--- src/rtl/i2cs_pkg.sv ---
package i2cs_pkg;
  localparam int BYTE_W = 8;
  localparam int CNT_W  = 4;

  typedef enum logic [2:0] {
    ST_IDLE,
    ST_HDR,
    ST_LOW,
    ST_RXD,
    ST_TXD
  } stage_e;

  localparam logic [3:0] MODE_S7      = 4'h1;
  localparam logic [3:0] MODE_S10     = 4'h2;
  localparam logic [3:0] MODE_S7_SP   = 4'h5;
  localparam logic [3:0] MODE_S10_SP  = 4'h6;
  localparam logic [3:0] MODE_SP_ONLY = 4'h8;

  localparam logic [1:0] REG_CTRL = 2'd0;
  localparam logic [1:0] REG_STAT = 2'd1;
  localparam logic [1:0] REG_DATA = 2'd2;
  localparam logic [1:0] REG_OWN  = 2'd3;
endpackage

--- src/rtl/i2cs_sync.sv ---
module i2cs_sync #(
  parameter int STAGES = 2
) (
  input  logic clk,
  input  logic rst_n,
  input  logic din,
  output logic lvl,
  output logic rise,
  output logic fall
);
  logic [STAGES-1:0] sh_q;
  logic              prev_q;

  // idle bus level is high, so the chain resets to ones
  always_ff @(posedge clk or negedge rst_n) begin
    if (!rst_n) begin
      sh_q   <= '1;
      prev_q <= 1'b1;
    end else begin
      sh_q   <= {sh_q[STAGES-2:0], din};
      prev_q <= sh_q[STAGES-1];
    end
  end

  assign lvl  = sh_q[STAGES-1];
  assign rise = lvl & ~prev_q;
  assign fall = ~lvl & prev_q;
endmodule

--- src/rtl/i2cs_engine.sv ---
module i2cs_engine
  import i2cs_pkg::*;
(
  input  logic              clk,
  input  logic              rst_n,
  input  logic              en,
  input  logic              ten_bit,
  input  logic              slave_on,
  input  logic              scl_s,
  input  logic              scl_rise,
  input  logic              scl_fall,
  input  logic              sda_s,
  input  logic              sda_rise,
  input  logic              sda_fall,
  input  logic [9:0]        own_addr,
  input  logic              accept,
  input  logic [BYTE_W-1:0] tx_byte,
  output logic              start_evt,
  output logic              stop_evt,
  output logic              load,
  output logic              reject,
  output logic [BYTE_W-1:0] rx_byte,
  output logic              rw_set,
  output logic              rw_val,
  output logic              tx_done,
  output logic              sda_oe
);
  stage_e             stage_q, stage_d, nxt_q, nxt_d, after_ack;
  logic [CNT_W-1:0]   cnt_q, cnt_d;
  logic [BYTE_W-1:0]  sr_q, sr_d, tx_q, tx_d, byte_in;
  logic               drv_q, drv_d, ack_q, ack_d, hi_q, hi_d;
  logic               hdr_ok, match, rx_stage, byte_end;

  always_comb begin
    byte_in   = {sr_q[BYTE_W-2:0], sda_s};
    hdr_ok    = (byte_in[7:3] == 5'b11110) && (byte_in[2:1] == own_addr[9:8]);
    match     = 1'b0;
    after_ack = ST_IDLE;
    case (stage_q)
      ST_HDR: begin
        if (ten_bit) begin
          match     = byte_in[0] ? (hdr_ok && hi_q) : hdr_ok;
          after_ack = byte_in[0] ? ST_TXD : ST_LOW;
        end else begin
          match     = (byte_in[7:1] == own_addr[6:0]);
          after_ack = byte_in[0] ? ST_TXD : ST_RXD;
        end
      end
      ST_LOW: begin
        match     = (byte_in == own_addr[7:0]);
        after_ack = ST_RXD;
      end
      ST_RXD: begin
        match     = 1'b1;
        after_ack = ST_RXD;
      end
      default: ;
    endcase
    rx_stage  = (stage_q == ST_HDR) || (stage_q == ST_LOW) || (stage_q == ST_RXD);
    byte_end  = rx_stage && scl_rise && (cnt_q == CNT_W'(7));
    start_evt = en && scl_s && sda_fall;
    stop_evt  = en && scl_s && sda_rise;
    load      = byte_end && match && accept;
    reject    = byte_end && match && !accept;
    rx_byte   = byte_in;
    rw_set    = load && (stage_q == ST_HDR);
    rw_val    = byte_in[0];
    tx_done   = (stage_q == ST_TXD) && scl_rise && (cnt_q == CNT_W'(8));
  end

  always_comb begin
    stage_d = stage_q;
    nxt_d   = nxt_q;
    cnt_d   = cnt_q;
    sr_d    = sr_q;
    tx_d    = tx_q;
    drv_d   = drv_q;
    ack_d   = ack_q;
    hi_d    = hi_q;
    if (!en) begin
      stage_d = ST_IDLE;
      cnt_d   = '0;
      drv_d   = 1'b0;
      hi_d    = 1'b0;
    end else if (start_evt) begin
      stage_d = slave_on ? ST_HDR : ST_IDLE;
      cnt_d   = '0;
      drv_d   = 1'b0;
    end else if (stop_evt) begin
      stage_d = ST_IDLE;
      cnt_d   = '0;
      drv_d   = 1'b0;
      hi_d    = 1'b0;
    end else if (rx_stage) begin
      if (scl_rise) begin
        if (cnt_q < CNT_W'(8)) begin
          sr_d  = byte_in;
          cnt_d = cnt_q + CNT_W'(1);
        end else begin
          cnt_d = CNT_W'(9);
        end
        if (byte_end) begin
          ack_d = match && accept;
          nxt_d = (match && accept) ? after_ack : ST_IDLE;
          if (stage_q == ST_HDR) hi_d = (match && byte_in[0]) ? hi_q : 1'b0;
          if (stage_q == ST_LOW) hi_d = match && accept;
        end
      end else if (scl_fall) begin
        if (cnt_q == CNT_W'(8)) begin
          drv_d = ack_q;
        end else if (cnt_q == CNT_W'(9)) begin
          drv_d   = 1'b0;
          cnt_d   = '0;
          stage_d = nxt_q;
        end
      end
    end else if (stage_q == ST_TXD) begin
      if (scl_rise) begin
        if (cnt_q == '0) begin
          tx_d  = {tx_byte[BYTE_W-2:0], 1'b0};
          drv_d = ~tx_byte[BYTE_W-1];
        end
        if (cnt_q < CNT_W'(8)) begin
          cnt_d = cnt_q + CNT_W'(1);
        end else begin
          cnt_d = CNT_W'(9);
          nxt_d = sda_s ? ST_IDLE : ST_TXD;
        end
      end else if (scl_fall) begin
        if (cnt_q >= CNT_W'(1) && cnt_q <= CNT_W'(7)) begin
          drv_d = ~tx_q[BYTE_W-1];
          tx_d  = {tx_q[BYTE_W-2:0], 1'b0};
        end else if (cnt_q == CNT_W'(8)) begin
          drv_d = 1'b0;
        end else if (cnt_q == CNT_W'(9)) begin
          drv_d   = 1'b0;
          cnt_d   = '0;
          stage_d = nxt_q;
        end
      end
    end
  end

  always_ff @(posedge clk or negedge rst_n) begin
    if (!rst_n) begin
      stage_q <= ST_IDLE;
      nxt_q   <= ST_IDLE;
      cnt_q   <= '0;
      sr_q    <= '0;
      tx_q    <= '0;
      drv_q   <= 1'b0;
      ack_q   <= 1'b0;
      hi_q    <= 1'b0;
    end else begin
      stage_q <= stage_d;
      nxt_q   <= nxt_d;
      cnt_q   <= cnt_d;
      sr_q    <= sr_d;
      tx_q    <= tx_d;
      drv_q   <= drv_d;
      ack_q   <= ack_d;
      hi_q    <= hi_d;
    end
  end

  // first transmit bit follows the buffer until the first rising SCL edge
  assign sda_oe = en && (drv_q ||
                  ((stage_q == ST_TXD) && (cnt_q == '0) && !tx_byte[BYTE_W-1]));

  // bit position never passes the acknowledge slot
  assert_bitcnt_range_R4: assert property (@(posedge clk) disable iff (!rst_n)
    cnt_q <= CNT_W'(9));
endmodule

--- src/rtl/i2cs_slave.sv ---
module i2cs_slave
  import i2cs_pkg::*;
#(
  parameter int SYNC_STAGES = 2
) (
  input  logic        clk,
  input  logic        rst_n,
  input  logic        scl_i,
  input  logic        sda_i,
  output logic        sda_oe,
  input  logic        reg_wr,
  input  logic        reg_rd,
  input  logic [1:0]  reg_addr,
  input  logic [7:0]  reg_wdata,
  output logic [7:0]  reg_rdata,
  output logic        irq
);
  logic [1:0] rs_q;
  logic       rst_i;

  always_ff @(posedge clk or negedge rst_n) begin
    if (!rst_n) rs_q <= 2'b00;
    else        rs_q <= {rs_q[0], 1'b1};
  end
  assign rst_i = rs_q[1];

  logic scl_s, scl_rise, scl_fall, sda_s, sda_rise, sda_fall;

  i2cs_sync #(.STAGES(SYNC_STAGES)) u_scl (
    .clk(clk), .rst_n(rst_i), .din(scl_i), .lvl(scl_s), .rise(scl_rise), .fall(scl_fall));
  i2cs_sync #(.STAGES(SYNC_STAGES)) u_sda (
    .clk(clk), .rst_n(rst_i), .din(sda_i), .lvl(sda_s), .rise(sda_rise), .fall(sda_fall));

  logic              en_q, en_d, ovf_q, ovf_d, bf_q, bf_d, irq_q, irq_d;
  logic              s_q, s_d, p_q, p_d, rw_q, rw_d;
  logic [1:0]        ahi_q, ahi_d;
  logic [3:0]        mode_q, mode_d;
  logic [BYTE_W-1:0] own_q, own_d, buf_q, buf_d, rx_byte;
  logic              ten_bit, slave_on, sp_irq;
  logic              start_evt, stop_evt, load, reject, rw_set, rw_val, tx_done;
  logic              wr_ctrl, wr_stat, wr_data, wr_own, rd_data;

  assign ten_bit  = (mode_q == MODE_S10) || (mode_q == MODE_S10_SP);
  assign slave_on = ten_bit || (mode_q == MODE_S7) || (mode_q == MODE_S7_SP);
  assign sp_irq   = (mode_q == MODE_S7_SP) || (mode_q == MODE_S10_SP) ||
                    (mode_q == MODE_SP_ONLY);

  i2cs_engine u_eng (
    .clk(clk), .rst_n(rst_i), .en(en_q), .ten_bit(ten_bit), .slave_on(slave_on),
    .scl_s(scl_s), .scl_rise(scl_rise), .scl_fall(scl_fall),
    .sda_s(sda_s), .sda_rise(sda_rise), .sda_fall(sda_fall),
    .own_addr({ahi_q, own_q}), .accept(!(bf_q || ovf_q)), .tx_byte(buf_q),
    .start_evt(start_evt), .stop_evt(stop_evt), .load(load), .reject(reject),
    .rx_byte(rx_byte), .rw_set(rw_set), .rw_val(rw_val), .tx_done(tx_done),
    .sda_oe(sda_oe));

  always_comb begin
    wr_ctrl = reg_wr && (reg_addr == REG_CTRL);
    wr_stat = reg_wr && (reg_addr == REG_STAT);
    wr_data = reg_wr && (reg_addr == REG_DATA);
    wr_own  = reg_wr && (reg_addr == REG_OWN);
    rd_data = reg_rd && (reg_addr == REG_DATA);

    en_d   = wr_ctrl ? reg_wdata[7]   : en_q;
    ahi_d  = wr_ctrl ? reg_wdata[5:4] : ahi_q;
    mode_d = wr_ctrl ? reg_wdata[3:0] : mode_q;
    own_d  = wr_own  ? reg_wdata      : own_q;

    ovf_d = ovf_q;
    if (reject && bf_q) ovf_d = 1'b1;
    else if (wr_ctrl)   ovf_d = reg_wdata[6];

    buf_d = buf_q;
    if (load)         buf_d = rx_byte;
    else if (wr_data) buf_d = reg_wdata;

    bf_d = bf_q;
    if (load)         bf_d = 1'b1;
    else if (rd_data) bf_d = 1'b0;

    irq_d = irq_q;
    if (load || reject || tx_done || (sp_irq && (start_evt || stop_evt))) irq_d = 1'b1;
    else if (wr_stat) irq_d = 1'b0;

    s_d = s_q;
    p_d = p_q;
    if (start_evt)     begin s_d = 1'b1; p_d = 1'b0; end
    else if (stop_evt) begin s_d = 1'b0; p_d = 1'b1; end

    rw_d = rw_set ? rw_val : rw_q;
  end

  always_ff @(posedge clk or negedge rst_i) begin
    if (!rst_i) begin
      en_q <= 1'b0; ovf_q <= 1'b0; bf_q <= 1'b0; irq_q <= 1'b0;
      s_q  <= 1'b0; p_q   <= 1'b0; rw_q <= 1'b0;
      ahi_q <= '0; mode_q <= '0; own_q <= '0; buf_q <= '0;
    end else begin
      en_q <= en_d; ovf_q <= ovf_d; bf_q <= bf_d; irq_q <= irq_d;
      s_q  <= s_d;  p_q   <= p_d;   rw_q <= rw_d;
      ahi_q <= ahi_d; mode_q <= mode_d; own_q <= own_d; buf_q <= buf_d;
    end
  end

  always_comb begin
    case (reg_addr)
      REG_CTRL: reg_rdata = {en_q, ovf_q, ahi_q, mode_q};
      REG_STAT: reg_rdata = {irq_q, 2'b00, p_q, s_q, rw_q, 1'b0, bf_q};
      REG_DATA: reg_rdata = buf_q;
      default:  reg_rdata = own_q;
    endcase
  end

  assign irq = irq_q;

  // a disabled block never pulls SDA
  assert_idle_when_off_R1: assert property (@(posedge clk) disable iff (!rst_i)
    !en_q |-> !sda_oe);
  // pull-down only turns on during the SCL low phase
  assert_drive_scl_low_R11: assert property (@(posedge clk) disable iff (!rst_i)
    $rose(sda_oe) |-> !scl_s);
  // a refused byte leaves the buffer untouched
  assert_reject_keeps_buf_R5: assert property (@(posedge clk) disable iff (!rst_i)
    (reject && !wr_data) |=> $stable(buf_q));
  // overflow falls only after a control write
  assert_ovf_sw_clear_R6: assert property (@(posedge clk) disable iff (!rst_i)
    $fell(ovf_q) |-> $past(wr_ctrl));
endmodule

--- config.mk ---
export PLATFORM = sky130hd
export DESIGN_NAME = i2cs_slave
export DESIGN_NICKNAME = d
export VERILOG_FILES = /design/src/rtl/i2cs_pkg.sv /design/src/rtl/i2cs_sync.sv /design/src/rtl/i2cs_engine.sv /design/src/rtl/i2cs_slave.sv
export SDC_FILE = /design/constraint.sdc
export NUM_CORES = 1
export LEC_CHECK = 0
export BUFFER_PORTS_ARGS = -buffer_cell sky130_fd_sc_hd__buf_2
export CORE_MARGIN = 2
export CORE_UTILIZATION = 38
export CTS_CLUSTER_SIZE = 28
export DETAILED_ROUTE_END_ITERATION = 6
export PLACE_DENSITY = 0.66
export RECOVER_POWER = 100
export SLEW_MARGIN = 20
export SYNTH_ARGS = -nofsm -noshare
export SYNTH_HDL_FRONTEND = slang
export SYNTH_SLANG_ARGS = --single-unit
--- constraint.sdc ---
create_clock -name clk -period 5.2 [get_ports clk]
set_clock_uncertainty 0.15 [all_clocks]
set_input_delay 0.52 -clock clk [delete_from_list [all_inputs] [get_ports clk]]
set_output_delay 0.52 -clock clk [all_outputs]
set_load 0.01 [all_outputs]
==> results by group <==
Timing
  • Highest Clock Rate: 262 MHz
  • Max-slew violation count: 1
  • Rel. slew slack: -0.174%
  • Fin. Hold Viols: 0
  • Post-route setup TNS: 0 ps
  • Final min period: 3810 ps
  • Unrepaired setup endpoints after global routing: false
  • Setup Viol. Count Final: 0
  • Slew of the pin with the lowest slew margin: 1500 ps
  • Post-route clock period utilization: 73.4%

Placement
  • Gp weighted congestion: just under 0.9
  • Placed cells: 437
  • DPL Wire Length: 5870 um
  • # port buffers: 25

Yosys
  • #FFs+latches synth: 64
  • Ranking of synthesized cells by area: dfrtp_1, mux2_2, dfstp_2
  • Synthesized area: 0.00353 mm^2
  • Most used flip-flop cell after synthesis: dfrtp_1
  • Asr flop ratio synth: 100%
  • Share of the synthesized area in the top cell type: between 40 and 50%
  • Netlist cell types: 54
  • Syn_nets: 334
  • Synth warn: 0
  • Mapped Cells: around 310
  • Register area share after synthesis: between 40% and 50%
  • Syn Area/Cell: 11.3 um^2
  • EDFF count, synth: 0
  • Area leader, netlist: dfrtp_1

Cells and area
  • Fillers: approximately 860
  • ANT cells: 0
  • Final nets: 359
  • Syn-to-layout area delta: 11.0%
  • Commonest cells after routing, fill and taps aside: dfrtp_1, mux2_2, nand2_1
  • Final Util: 42.9%
  • Layout cell share with drive strength beyond 1: ~25%
  • Fin cells: around 450
  • Commonest non-fill, non-tap cell in the layout: dfrtp_1

GRT
  • Vias in the first global route: roughly 2.4k
  • All-Layer GR Usage: 17.2%
  • Initial antenna violation count: 0
  • First-pass GRT wire length: 13200 um
  • Largest net degree at the start of global routing: 63
  • Grt total ovfl: 0

CTS
  • Clk sinks: 64
  • Cts bufs inserted: 9
  • Post-cts repair resize count: 0
  • Post-CTS setup buffer count: 0
  • Clk slew on worst S/H paths: 70 ps
  • CTS tree: built
  • Clock root cell: clkbuf_8
  • H-tree lvl count: 3
  • CTS max path bufs: 2
  • Worst-skew pair later-pin latency: 340 ps

Detailed routing
  • First drt pass iteration count: 4
  • WL final: 8100 um
  • DRC violations left: 0
  • Vias per cell: 5.50
  • DRT iter0 DRCs: 184
  • Routed WL per cell: ~18 um
  • DR vias: approximately 2.5k
  • Post-route ant nets: 0

Critical path
  • Required @ worst endpoint: 5280 ps
  • Worst setup SP type: flip-flop
  • CP Max Fanout: 19
  • Setup Crit Path Kind: reg2reg
  • Worst-case reg-to-reg path depth: 5
  • Crit path arrival time: about 4000 ps
  • Worst Setup End Kind: flip-flop

Min path
  • WHS Path Cells: 1
  • Hold Path Class: in2reg

Floorplanning
  • DIE WIDTH: 100 um
  • Placement row count: 35
  • Die area: 0.0101 mm^2
  • Core ar.: 0.00915 mm^2
  • IO Count: 26
  • Initial Utilization: 38.6%
  • Die H: 100 um

Power
  • Lkg Pwr: 0.00167 uW
  • Peak supply drop: 0.188 mV
  • Final Total Pwr: between 1000 and 1500 uW
  • PD cells: 344 mW/mm^2

Job
  • Max-cap violations: 2

Status
  • Outcome: finished with violations
  • Failing checks: capacitance limit, slew limit
-- flip-flops by register name (all words and copies together), names as in the netlist, 2 cells and up --
| register | count |
|---|---|
| buf_q | 8 |
| own_q | 8 |
| u_eng.sr_q | 7 |
| u_eng.tx_q | 7 |
| mode_q | 4 |
| u_eng.cnt_q | 4 |
| u_eng.nxt_q | 3 |
| u_eng.stage_q | 3 |
| ahi_q | 2 |
| rs_q | 2 |
| u_scl.sh_q | 2 |
| u_sda.sh_q | 2 |
-- metrics by stage --
stage	worst slack [ps]	hold WS, ps	area [um^2]
after global routing	1070	103	3920
final	1390	125	3920
after detailed placement	2260	157	3750
after floorplan	3000	74.4	3530
after CTS	2250	111	4010
after global placement	2340	155	3750
-- area by class of cell --
type                    instances  area, um^2  area share (%)
clock inverters                 6         114            2.90
clock buffers                  10         138            3.51
well taps                     111         139            3.54
multi-input cells             227        1760            44.8
repair buffers                 27         129            3.29
inverters                       9        33.8           0.861
flip-flops and latches         64        1610            41.1
-- worst paths after layout --
kind	slack [ps]	to	start
max in group asynchronous	4110	buf_q[3]	rs_q[1]
min in group asynchronous	280	own_q[0]	rs_q[1]
setup / recovery	1390	u_eng.sr_q[2]	u_sda.sh_q[1]
hold / removal	130	u_sda.sh_q[0]	sda_i
setup reg to reg	1390	u_eng.sr_q[2]	u_sda.sh_q[1]
hold reg to reg	210	rs_q[1]	rs_q[0]
-- logic make-up after synthesis --
logic type	count (synthesis)	share of synthesized area (%)
xor gates and xnor gates	21	5.20
muxes	56	19.3
and+or+nand+nor	87	13.4
adders and majority gates	5	1.77
DFF	64	45.5
other	1	0.106
AOI/OAI and AO/OA	57	12.0
buffers and inverters	22	2.69
-- routing by layer --
| layer | global-route usage, % | wire length, um |
|---|---|---|
| met3 | 4.81 | 411 |
| met5 | 0 | 0 |
| met1 | 24.2 | 3850 |
| met4 | 4.64 | 116 |
| met2 | 26.4 | 3730 |
-- cell usage after synthesis, types with 2 or more instances --
| master | number |
|---|---|
| o31ai_1 | 3 |
| nor3_1 | 7 |
| nand3b_1 | 2 |
| a21boi_2 | 3 |
| mux2_2 | 41 |
| a21oi_1 | 6 |
| dfstp_2 | 6 |
| xor2_1 | 15 |
| buf_2 | 4 |
| o21ai_0 | 19 |
| inv_1 | 9 |
| mux2i_1 | 7 |
| a41o_1 | 2 |
| dfrtp_1 | 58 |
| mux4_2 | 5 |
| a31oi_1 | 3 |
| xnor2_1 | 6 |
| o21a_1 | 2 |
| nor2_1 | 14 |
| nor2b_1 | 7 |
| ha_1 | 5 |
| o41ai_1 | 2 |
| nand3_1 | 5 |
| clkbuf_1 | 8 |
| nand4_1 | 4 |
| nor4_1 | 5 |
| mux2_1 | 2 |
| a22o_1 | 8 |
| nor3b_2 | 2 |
| nand2_1 | 29 |
-- where the power goes --
group	internal [uW]	switching, uW
Clock	333	203
Sequential	544	66.7
Combinational	105	99.4
Total	982	369
-- critical path, cell delays in order (launching register included) --
cell      delay (ps)
dfstp_1          990
xor2_1           200
a21boi_0         550
nand2_2          210
nor4_1          1160
mux2_2           430
-- what timing repair did --
item                                    CTS  global route
hold endpoints to repair                  2             0
endpoints found under the setup margin    0             0
hold buffers                              1             0
Power figures use the tool's default switching activity.
